[src/rtl/adc_seq_pkg.sv]
package adc_seq_pkg;
  typedef enum logic [2:0] {
    S_IDLE, S_APPLY, S_OPEN, S_SOC, S_WAIT, S_HOLD
  } seq_state_e;

  localparam int AVG_CODE_W = 3;
  localparam int AVG_REQ_W  = 6;
  localparam logic [AVG_CODE_W-1:0] AVG_CODE_MAX = 3'd4;

  // requested count -> log2 code, clamped to 16 samples, rounded down
  function automatic logic [AVG_CODE_W-1:0] avg_code(input logic [AVG_REQ_W-1:0] req);
    if (req >= 6'd16)     return 3'd4;
    else if (req >= 6'd8) return 3'd3;
    else if (req >= 6'd4) return 3'd2;
    else if (req >= 6'd2) return 3'd1;
    else                  return 3'd0;
  endfunction
endpackage

[src/rtl/adc_step_cfg.sv]
module adc_step_cfg
  import adc_seq_pkg::*;
#(
  parameter int NUM_STEPS = 8,
  parameter int STEP_W    = 3,
  parameter int CHAN_W    = 4,
  parameter int OPEN_W    = 18,
  parameter int SAMP_W    = 8
) (
  input  logic                  clk_i,
  input  logic                  rst_ni,
  input  logic                  we_i,
  input  logic [STEP_W-1:0]     idx_i,
  input  logic [CHAN_W-1:0]     chan_i,
  input  logic [OPEN_W+1:0]     open_i,
  input  logic [SAMP_W+1:0]     samp_i,
  input  logic [AVG_REQ_W-1:0]  avg_i,
  output logic [CHAN_W-1:0]     chan_o [NUM_STEPS],
  output logic [OPEN_W-1:0]     open_o [NUM_STEPS],
  output logic [SAMP_W-1:0]     samp_o [NUM_STEPS],
  output logic [AVG_CODE_W-1:0] code_o [NUM_STEPS]
);
  logic [OPEN_W-1:0]     open_sat;
  logic [SAMP_W-1:0]     samp_sat;
  logic [AVG_CODE_W-1:0] code_sat;

  assign open_sat = (|open_i[OPEN_W+1:OPEN_W]) ? '1 : open_i[OPEN_W-1:0];
  assign samp_sat = (|samp_i[SAMP_W+1:SAMP_W]) ? '1 : samp_i[SAMP_W-1:0];
  assign code_sat = avg_code(avg_i);

  for (genvar g = 0; g < NUM_STEPS; g++) begin : g_step
    always_ff @(posedge clk_i or negedge rst_ni) begin
      if (!rst_ni) begin
        chan_o[g] <= CHAN_W'(g);
        open_o[g] <= '0;
        samp_o[g] <= '0;
        code_o[g] <= AVG_CODE_MAX;
      end else if (we_i && idx_i == STEP_W'(g)) begin
        chan_o[g] <= chan_i;
        open_o[g] <= open_sat;
        samp_o[g] <= samp_sat;
        code_o[g] <= code_sat;
      end
    end

    p_avg_sat_r4: assert property (@(posedge clk_i) disable iff (!rst_ni)
      (we_i && idx_i == STEP_W'(g) && avg_i >= 6'd16) |=> (code_o[g] == AVG_CODE_MAX));

    p_open_sat_r6: assert property (@(posedge clk_i) disable iff (!rst_ni)
      (we_i && idx_i == STEP_W'(g) && (|open_i[OPEN_W+1:OPEN_W])) |=> (&open_o[g]));
  end
endmodule

[src/rtl/adc_step_fsm.sv]
module adc_step_fsm
  import adc_seq_pkg::*;
#(
  parameter int NUM_STEPS = 8,
  parameter int STEP_W    = 3,
  parameter int CHAN_W    = 4,
  parameter int OPEN_W    = 18,
  parameter int SAMP_W    = 8
) (
  input  logic                  clk_i,
  input  logic                  rst_ni,
  input  logic                  en_i,
  input  logic                  cont_i,
  input  logic [STEP_W-1:0]     last_i,
  input  logic [CHAN_W-1:0]     chan_a_i [NUM_STEPS],
  input  logic [OPEN_W-1:0]     open_a_i [NUM_STEPS],
  input  logic [SAMP_W-1:0]     samp_a_i [NUM_STEPS],
  input  logic [AVG_CODE_W-1:0] code_a_i [NUM_STEPS],
  input  logic                  done_i,
  output logic [CHAN_W-1:0]     ch_o,
  output logic                  soc_o,
  output logic                  add_o,
  output logic                  fire_o,
  output logic [AVG_CODE_W-1:0] code_o,
  output logic [STEP_W-1:0]     step_o
);
  localparam int CNT_W = (OPEN_W > SAMP_W) ? OPEN_W : SAMP_W;

  seq_state_e        state_q;
  logic [STEP_W-1:0] step_q, lst, nxt;
  logic [CNT_W-1:0]  cnt_q, samp_ld;
  logic [4:0]        smp_q, smp_need;
  logic              last_smp;

  assign lst      = (32'(last_i) > NUM_STEPS - 1) ? STEP_W'(NUM_STEPS - 1) : last_i;
  assign nxt      = (step_q == lst) ? '0 : STEP_W'(step_q + 1'b1);
  assign samp_ld  = (samp_a_i[step_q] == '0) ? CNT_W'(1) : CNT_W'(samp_a_i[step_q]);
  assign code_o   = code_a_i[step_q];
  assign smp_need = (5'd1 << code_o) - 5'd1;
  assign last_smp = (smp_q == smp_need);

  assign soc_o  = (state_q == S_SOC);
  assign add_o  = (state_q == S_WAIT) && done_i;
  assign fire_o = add_o && last_smp;

  always_ff @(posedge clk_i or negedge rst_ni) begin
    if (!rst_ni) begin
      state_q <= S_IDLE;
      step_q  <= '0;
      ch_o    <= '0;
      cnt_q   <= '0;
      smp_q   <= '0;
      step_o  <= '0;
    end else begin
      unique case (state_q)
        S_IDLE: if (en_i) begin
          state_q <= S_APPLY;
          step_q  <= '0;
          ch_o    <= chan_a_i[0];
          smp_q   <= '0;
        end
        S_APPLY: begin
          if (open_a_i[step_q] == '0) begin
            state_q <= S_SOC;
            cnt_q   <= samp_ld;
          end else begin
            state_q <= S_OPEN;
            cnt_q   <= CNT_W'(open_a_i[step_q]);
          end
        end
        S_OPEN: begin
          if (cnt_q <= CNT_W'(1)) begin
            state_q <= S_SOC;
            cnt_q   <= samp_ld;
          end else cnt_q <= cnt_q - 1'b1;
        end
        S_SOC: begin
          if (cnt_q <= CNT_W'(1)) state_q <= S_WAIT;
          else cnt_q <= cnt_q - 1'b1;
        end
        S_WAIT: if (done_i) begin
          if (last_smp) begin
            smp_q  <= '0;
            step_o <= step_q;
            if (!en_i) state_q <= S_IDLE;
            else if (step_q != lst || cont_i) begin
              state_q <= S_APPLY;
              step_q  <= nxt;
              ch_o    <= chan_a_i[nxt];
            end else state_q <= S_HOLD;
          end else begin
            smp_q   <= smp_q + 1'b1;
            state_q <= S_SOC;
            cnt_q   <= samp_ld;
          end
        end
        S_HOLD: if (!en_i) state_q <= S_IDLE;
        default: state_q <= S_IDLE;
      endcase
    end
  end

  p_chan_stable_r1: assert property (@(posedge clk_i) disable iff (!rst_ni)
    soc_o |=> $stable(ch_o));

  p_step_range_r7: assert property (@(posedge clk_i) disable iff (!rst_ni)
    fire_o |=> (step_o <= $past(lst)));

  p_stop_r11: assert property (@(posedge clk_i) disable iff (!rst_ni)
    (fire_o && !en_i) |=> (state_q == S_IDLE));
endmodule

[src/rtl/adc_avg_acc.sv]
module adc_avg_acc
  import adc_seq_pkg::*;
#(
  parameter int DATA_W = 12
) (
  input  logic                  clk_i,
  input  logic                  rst_ni,
  input  logic                  add_i,
  input  logic                  fire_i,
  input  logic [AVG_CODE_W-1:0] code_i,
  input  logic [DATA_W-1:0]     data_i,
  output logic                  valid_o,
  output logic [DATA_W-1:0]     data_o
);
  localparam int ACC_W = DATA_W + 4;  // room for 16 full-scale words

  logic [ACC_W-1:0] acc_q, sum, avg;

  assign sum = acc_q + ACC_W'(data_i);
  assign avg = sum >> code_i;

  always_ff @(posedge clk_i or negedge rst_ni) begin
    if (!rst_ni) begin
      acc_q   <= '0;
      valid_o <= 1'b0;
      data_o  <= '0;
    end else begin
      valid_o <= fire_i;
      if (fire_i) begin
        acc_q  <= '0;
        data_o <= avg[DATA_W-1:0];
      end else if (add_i) begin
        acc_q <= sum;
      end
    end
  end

  p_strobe_single_r7: assert property (@(posedge clk_i) disable iff (!rst_ni)
    valid_o |=> !valid_o);
endmodule

[src/rtl/adc_step_seq.sv]
module adc_step_seq
  import adc_seq_pkg::*;
#(
  parameter int NUM_STEPS = 8,
  parameter int CHAN_W    = 4,
  parameter int OPEN_W    = 18,
  parameter int SAMP_W    = 8,
  parameter int DATA_W    = 12,
  localparam int STEP_W   = (NUM_STEPS > 1) ? $clog2(NUM_STEPS) : 1
) (
  input  logic                 clk_i,
  input  logic                 rst_ni,
  input  logic                 en_i,
  input  logic                 cont_i,
  input  logic [STEP_W-1:0]    last_step_i,
  input  logic                 cfg_we_i,
  input  logic [STEP_W-1:0]    cfg_step_i,
  input  logic [CHAN_W-1:0]    cfg_chan_i,
  input  logic [OPEN_W+1:0]    cfg_open_i,
  input  logic [SAMP_W+1:0]    cfg_samp_i,
  input  logic [AVG_REQ_W-1:0] cfg_avg_i,
  output logic [CHAN_W-1:0]    ch_o,
  output logic                 soc_o,
  input  logic                 adc_done_i,
  input  logic [DATA_W-1:0]    adc_data_i,
  output logic                 res_valid_o,
  output logic [DATA_W-1:0]    res_data_o,
  output logic [STEP_W-1:0]    res_step_o
);
  logic [CHAN_W-1:0]     chan_a [NUM_STEPS];
  logic [OPEN_W-1:0]     open_a [NUM_STEPS];
  logic [SAMP_W-1:0]     samp_a [NUM_STEPS];
  logic [AVG_CODE_W-1:0] code_a [NUM_STEPS];
  logic                  add, fire;
  logic [AVG_CODE_W-1:0] code;

  adc_step_cfg #(
    .NUM_STEPS(NUM_STEPS), .STEP_W(STEP_W), .CHAN_W(CHAN_W),
    .OPEN_W(OPEN_W), .SAMP_W(SAMP_W)
  ) u_cfg (
    .clk_i, .rst_ni,
    .we_i(cfg_we_i), .idx_i(cfg_step_i), .chan_i(cfg_chan_i),
    .open_i(cfg_open_i), .samp_i(cfg_samp_i), .avg_i(cfg_avg_i),
    .chan_o(chan_a), .open_o(open_a), .samp_o(samp_a), .code_o(code_a)
  );

  adc_step_fsm #(
    .NUM_STEPS(NUM_STEPS), .STEP_W(STEP_W), .CHAN_W(CHAN_W),
    .OPEN_W(OPEN_W), .SAMP_W(SAMP_W)
  ) u_fsm (
    .clk_i, .rst_ni, .en_i, .cont_i, .last_i(last_step_i),
    .chan_a_i(chan_a), .open_a_i(open_a), .samp_a_i(samp_a), .code_a_i(code_a),
    .done_i(adc_done_i), .ch_o, .soc_o, .add_o(add), .fire_o(fire),
    .code_o(code), .step_o(res_step_o)
  );

  adc_avg_acc #(.DATA_W(DATA_W)) u_acc (
    .clk_i, .rst_ni, .add_i(add), .fire_i(fire), .code_i(code),
    .data_i(adc_data_i), .valid_o(res_valid_o), .data_o(res_data_o)
  );
endmodule

[config.mk]
export PLATFORM = sky130hd
export DESIGN_NAME = adc_step_seq
export DESIGN_NICKNAME = d
export VERILOG_FILES = /design/src/rtl/adc_seq_pkg.sv /design/src/rtl/adc_step_cfg.sv /design/src/rtl/adc_step_fsm.sv /design/src/rtl/adc_avg_acc.sv /design/src/rtl/adc_step_seq.sv
export SDC_FILE = /design/constraint.sdc
export NUM_CORES = 1
export LEC_CHECK = 0
export BUFFER_PORTS_ARGS = -buffer_cell sky130_fd_sc_hd__buf_2
export CORE_MARGIN = 1
export CORE_UTILIZATION = 45
export DETAILED_ROUTE_END_ITERATION = 8
export PLACE_DENSITY = 0.7
export SLEW_MARGIN = 10
export SYNTH_ARGS = -nofsm -noshare
export SYNTH_HDL_FRONTEND = slang
export SYNTH_SLANG_ARGS = --single-unit
[constraint.sdc]
create_clock -name clk_i -period 4.4 [get_ports clk_i]
set_input_delay 0.44 -clock clk_i [delete_from_list [all_inputs] [get_ports clk_i]]
set_output_delay 0.44 -clock clk_i [all_outputs]
set_load 0.05 [all_outputs]
# ---- Word level (Yosys, flattened, before mapping)
# Index checks and enable logic that the tools add are counted.
dict set report op_classes {
  n_reduce_logical 25
  n_shift 2
  n_bitwise 2
  n_mux 54
  n_eq_ne 25
  n_lt_le_gt_ge 7
  n_addsub 5
}
# operator count
set op_table {}
lappend op_table {{$mux 18} 8}
lappend op_table {{$pmux 18 s4} 1}
lappend op_table {{$mux 3} 19}
lappend op_table {{$bmux 18 s3} 1}
lappend op_table {{$mux 16} 2}
lappend op_table {{$mux 8} 4}
lappend op_table {{$mux 4} 7}
lappend op_table {{$bmux 8 s3} 1}
lappend op_table {{$eq 3x3->1 const B} 6}
lappend op_table {{$le 18x1->1 const B} 1}
lappend op_table {{$logic_not 18->1} 1}
lappend op_table {{$pmux 3 s6} 1}
lappend op_table {{$sub 18x1->18 const B} 1}
lappend op_table {{$add 16x12->16} 1}
lappend op_table {{$shr 16x3->12} 1}
lappend op_table {{$mux 5} 3}
lappend op_table {{$ne 2x2->1 const B} 7}
lappend op_table {{$bmux 4 s3} 1}
lappend op_table {{$eq 3x2->1 const B} 4}
lappend op_table {{$logic_and 1x1->1} 10}
lappend op_table {{$pmux 5 s2} 1}
lappend op_table {{$bmux 3 s3} 1}
lappend op_table {{$ge 4x4->1 const B} 2}
lappend op_table {{$logic_not 8->1} 1}
lappend op_table {{other kinds (26)} 35}
dict set report word_totals {
  elab_cells 161
  register_bits 329
}

# ---- Longest topological paths before layout
dict set report depth {
  word_depth 11
  mapped_depth 19
  mapped_depth_nobuf 13
}

# ---- Hierarchy
# A second synthesis with hierarchy kept.
dict set report unflattened {
  hier_cells 1643
  hier_area_um2 16727.3
}
# module cells_per_inst n_inst area_each_um2
set by_module_without_submodules {}
lappend by_module_without_submodules {adc_step_cfg 895 1 9676.8}
lappend by_module_without_submodules {adc_step_fsm 460 1 4560.6}
lappend by_module_without_submodules {adc_avg_acc 288 1 2489.9}

# ---- Worst setup path after synthesis
# Ideal clock, no wire load.
dict set report synth_path {
  path_type {register to register}
  startpoint {register u_fsm.step_q[0]}
  endpoint {register u_fsm.cnt_q[3]}
  synth_period_minus_slack_ns 3.699
  t_required_ns 4.275
  stages_incl_launch_ff 17
  path_buffers 5
  arrival_time_ns 3.574
  setup_slack_ns 0.701
  path_cell_list {dfrtp_1 -> buf_6 -> buf_4 -> and2_1 -> a22o_1 -> nor2_1 -> clkbuf_1 -> nand2_1 -> ha_1 -> clkbuf_1 -> or3_1 -> o22ai_2 -> o2111ai_4 -> a21oi_4 -> inv_2 -> buf_6 -> mux2_4}
}
dict set report synth_between {
  elab_chain_len 9
}
# item line_no
set synth_lines {}
lappend synth_lines {{start, declared} adc_step_fsm.sv:30} ;# logic [STEP_W-1:0] step_q, lst, nxt;
lappend synth_lines {{start signal, assigned} adc_step_fsm.sv:88} ;# step_q <= nxt;
lappend synth_lines {{$not 3->4 (implied by the code) (*)} --}
lappend synth_lines {{$bmux 3 s3 or $bmux 8 s3 (tied branches)} {adc_step_fsm.sv:38, adc_step_fsm.sv:37}}
lappend synth_lines {{$mux 3 (implied by the code) or $mux 8 (tied branches) (2 in a row)} {adc_step_fsm.sv:38, adc_step_fsm.sv:37}}
lappend synth_lines {{$shl 1x3->5 or $logic_not 8->1 (tied branches)} {adc_step_fsm.sv:39, adc_step_fsm.sv:37}}
lappend synth_lines {{$sub 5x1->5 or $mux 8 (tied branches)} {adc_step_fsm.sv:39, adc_step_fsm.sv:37}}
lappend synth_lines {{$eq 5x5->1 or $mux 18 (tied branches)} {adc_step_fsm.sv:40, adc_step_fsm.sv:82}}
lappend synth_lines {{$ne 2x2->1 (no source line) or $mux 18 (tied branches)} --}
lappend synth_lines {{$reduce_and 4->1 (no source line) or $pmux 18 s4 (tied branches)} --}
lappend synth_lines {{end signal, assigned} adc_step_fsm.sv:65} ;# cnt_q <= samp_ld;
lappend synth_lines {{end signal, assigned} adc_step_fsm.sv:68} ;# cnt_q <= CNT_W'(open_a_i[step_q]);
lappend synth_lines {{end signal, assigned} adc_step_fsm.sv:74} ;# cnt_q <= samp_ld;
lappend synth_lines {{end, declared} adc_step_fsm.sv:31} ;# logic [CNT_W-1:0] cnt_q, samp_ld;
# Mark *: on every way between the ends. The rest lies on a longest branch, timed or not. The select of a mux whose other input is x is not followed.
# A chain may end at the register's enable or synchronous reset.

# ---- Worst setup path in the final report
dict set report layout_path {
  startpoint {register u_fsm.step_q[0]}
  endpoint {register u_acc.data_o[0]}
}
dict set report layout_between {
  elab_chain_len 8
}
# item line_no
set layout_lines {}
lappend layout_lines {{$not 3->4 (implied by the code) (*)} adc_step_fsm.sv:38} ;# assign code_o = code_a_i[step_q];
lappend layout_lines {{$bmux 3 s3 (*)} adc_step_fsm.sv:38}
lappend layout_lines {{$mux 3 (implied by the code) (*) (2 in a row)} adc_step_fsm.sv:38}
lappend layout_lines {{$shl 1x3->5} adc_step_fsm.sv:39} ;# assign smp_need = (5'd1 << code_o) - 5'd1;
lappend layout_lines {{$sub 5x1->5} adc_step_fsm.sv:39}
lappend layout_lines {{$eq 5x5->1} adc_step_fsm.sv:40} ;# assign last_smp = (smp_q == smp_need);
lappend layout_lines {{$logic_and 1x1->1} adc_step_fsm.sv:44} ;# assign fire_o = add_o && last_smp;
lappend layout_lines {{end signal, assigned} adc_avg_acc.sv:31} ;# data_o <= avg[DATA_W-1:0];
lappend layout_lines {{end, declared} adc_avg_acc.sv:13} ;# output logic [DATA_W-1:0] data_o
# Marks and branches as above.

==> impl_metrics.py <==
metrics = {
    "global_routing": {
        "grt_pass1_vias": 13100,
        "grt-ovfl-total": 0,
        "gr-usage-met1": 0.312,
        "antenna_found_initial": 0,
        "grt-busiest-layer": "met2",
        "grt_max_degree": 133,
        "grt_use_met2": 0.374,
        "grt_util_met3": 0.0306,
        "grt_usage": 0.227,
        "grt_pass1_wl_um": 69500,
    },
    "cells_and_area": {
        "nets": 1862,
        "mostFrequentLayoutCell": "nand2_1",
        "antennaDiodeCount": 0,
        "fill_cells": 3240,
        "multi_input_area_um2": 8130,
        "layout-drive-gt1-share": 0.166,
        "final_area_um2": 19000,
        "fin_cells": 2277,
        "ff_latch_area_um2": 8260,
        "syn_to_final_growth_pct": 12.5,
        "final_cell_mix": "364 x nand2_1, 306 x dfrtp_1, 287 x o21ai_0, 94 x nor2_1, 82 x buf_2",
    },
    "floorplan": {
        "start_util": 0.459,
        "die_w_um": 196,
        "die_height_um": 196,
        "die_area_um2": 38300,
        "core_um2": 36800,
        "rows": 70,
        "ios": 85,
    },
    "route": {
        "wl_per_cell_um": 18.5,
        "final_antenna_net_count": 0,
        "via_count": 13300,
        "first_iter_violations": 1075,
        "dr.pass1.iters": 5,
        "drc": 0,
        "wirelength_um": 42200,
        "vias_per_cell": 5.85,
    },
    "sta": {
        "holdWs_ns": -0.0115,
        "skew_ns": 0.0165,
        "hold_violations": 2,
        "setup_viol": 0,
        "rsz0062_at_grt": "no",
        "min_period_ns": 4.11,
        "slew_viol_final": 0,
        "period_share": 0.933,
        "max_slew_margin": 0.303,
        "fmax_mhz": 243,
        "tightest_slew_ns": 1.05,
        "finalSetupTns_ns": 0,
    },
    "synthesis": {
        "synth_area_um2": 16900,
        "synthArstFlopShare": 1.00,
        "synth_nets": 1826,
        "ys_types": 76,
        "netlist_instances": 1744,
        "synth_seq_cells": 329,
        "synth_edf_count": 0,
        "ys_warn_count": 0,
        "synth.avg_cell_area_um2": 9.68,
        "synth_ff_type": "dfrtp_1",
        "yosysSeqAreaShare": 0.489,
    },
    "placement": {
        "dp.cells": 2207,
        "hpwl_um": 27200,
        "placed_area_um2": 17700,
        "port_buffers": 83,
        "gp_congestion": 0.925,
    },
    "worst_setup_path": {
        "setup.worst_path.start_class": "flop",
        "r2r-start": "u_fsm.step_q[0]",
        "path_class": "reg2reg",
        "cp_num_buf_inv": 2,
        "cpMostUsedCell": "mux2_2",
        "worstRegToRegCells": 12,
        "path_delay_family": "multiplexers",
        "r2r-end": "u_acc.data_o[0]",
        "end_kind": "flop",
        "crit_fanout": 20,
        "slowest_stage": "mux4_2",
        "slowest_delay_ns": 0.60,
        "path_cells": "mux4_2 -> mux2_2 -> nor2_1 -> nand2_1 -> ha_1 -> or3_1 -> o22ai_2 -> o2111a_1 -> nand2_2 -> clkinvlp_4 -> buf_4 -> mux2_2",
        "crit_required_ns": 4.81,
        "cp.arrival_ns": 4.51,
        "r2r_slack_ns": 0.29,
    },
    "power_and_ir_drop": {
        "p_per_area_nw_per_um2": 491,
        "ir_worst_vdd_v": 0.000276,
        "p_leak_nw": 8.35,
    },
    "job": {
        "cap_violations": 0,
    },
    "clock_tree": {
        "clk_path_buf_depth": 3,
        "cts_buffers": 37,
        "cts_tree": "done",
        "postCtsHoldBufs": 0,
        "cts.sinks": 329,
        "clk_pin_slew_ns": 0.06,
        "cts_max_level": 2,
        "clkLatencyLatePin_ns": 0.54,
        "root_buffer": "clkbuf_16",
    },
    "status": {
        "violations": "negative hold slack",
        "status": "finished with violations",
    },
    "min_path": {
        "hp-class": "in2async",
    },
}
-- worst max path at each step --
stage                                from         endpoint  slack (ns)  cells after the start
final                     u_fsm.step_q[0]  u_acc.data_o[0]        0.29                     12
after CTS                 u_fsm.step_q[0]  u_acc.data_o[0]        0.20                     11
after floorplan           u_fsm.step_q[0]   u_fsm.cnt_q[3]        0.70                     16
after global placement    u_fsm.step_q[0]  u_acc.data_o[0]        0.29                     11
after detailed placement  u_fsm.step_q[0]  u_acc.data_o[0]        0.21                     11
after global routing      u_fsm.step_q[0]  u_acc.data_o[0]       0.003                     13
-- synth_stat cells (all sizes together), types with 11 or more instances --
cell type	n	area share
a211oi	17	0.0079
a21oi	55	0.017
a22oi	13	0.0058
buf	33	0.011
clkbuf	83	0.018
dfrtp	309	0.46
dfstp	20	0.031
ha	17	0.013
inv	13	0.0029
mux2	29	0.021
mux2i	66	0.040
mux4	49	0.065
nand2	368	0.082
nand3	26	0.0077
nor2	96	0.022
nor2b	21	0.0078
nor3	36	0.011
o211ai	15	0.0067
o21ai	292	0.087
o22ai	11	0.0044
xor2	12	0.0062
-- cell type report --
| class | instances | share of cell area |
|---|---|---|
| tap | 468 | 0.0308 |
| multi-input combinational | 1286 | 0.428 |
| sequential | 329 | 0.435 |
| clock buffer | 53 | 0.0562 |
| timing repair buffer | 113 | 0.0362 |
| inverter | 13 | 0.00277 |
| clock inverter | 15 | 0.0113 |
-- through the flow --
stage	power, mW	setup slack (ns)	util
after CTS	9.37	0.197	0.516
after floorplan	5.50	0.701	-
after global placement	6.00	0.286	0.481
after detailed placement	6.10	0.209	0.481
after global routing	9.83	0.00306	0.516
final	9.32	0.293	0.516
-- sequential cells by signal, summed over array words and instances (netlist names) --
signal	count
u_acc.acc_q	16
u_acc.data_o	12
u_acc.valid_o	1
u_cfg.chan_o	32
u_cfg.code_o	24
u_cfg.open_o	144
u_cfg.samp_o	64
u_fsm.ch_o	4
u_fsm.cnt_q	18
u_fsm.smp_q	5
u_fsm.state_q	3
u_fsm.step_o	3
u_fsm.step_q	3
-- cells by family after synthesis --
family,after synthesis,share of synthesized area
buffers and inverters,129,0.0320
xor gates and xnor gates,22,0.0114
AOI/OAI and AO/OA,493,0.173
adders and majority gates,18,0.0138
muxes,144,0.126
DFF,329,0.489
and+or+nand+nor,609,0.155
-- report_power, final --
part,switching (mW),internal [mW],total (mW)
clock network,1.25,1.99,3.24
registers,0.427,3.67,4.09
logic,1.11,0.868,1.98
total,2.79,6.53,9.32
-- what timing repair did --
| item | CTS | global route |
|---|---|---|
| setup buffers | 0 | 2 |
| endpoints found under the hold margin | 0 | 0 |
| setup endpoints to repair | 0 | 4 |
| resized for setup | 0 | 2 |
-- layer usage --
layer  wire length [um]  up-vias  part of all wire
met5                  0        -                 0
met4                916        0             0.022
met1              19100     6574              0.45
met2              20000      374              0.47
li1                   -     6290                 -
met3               2180       80             0.052
Note: power is estimated with default switching activity, not from simulation.
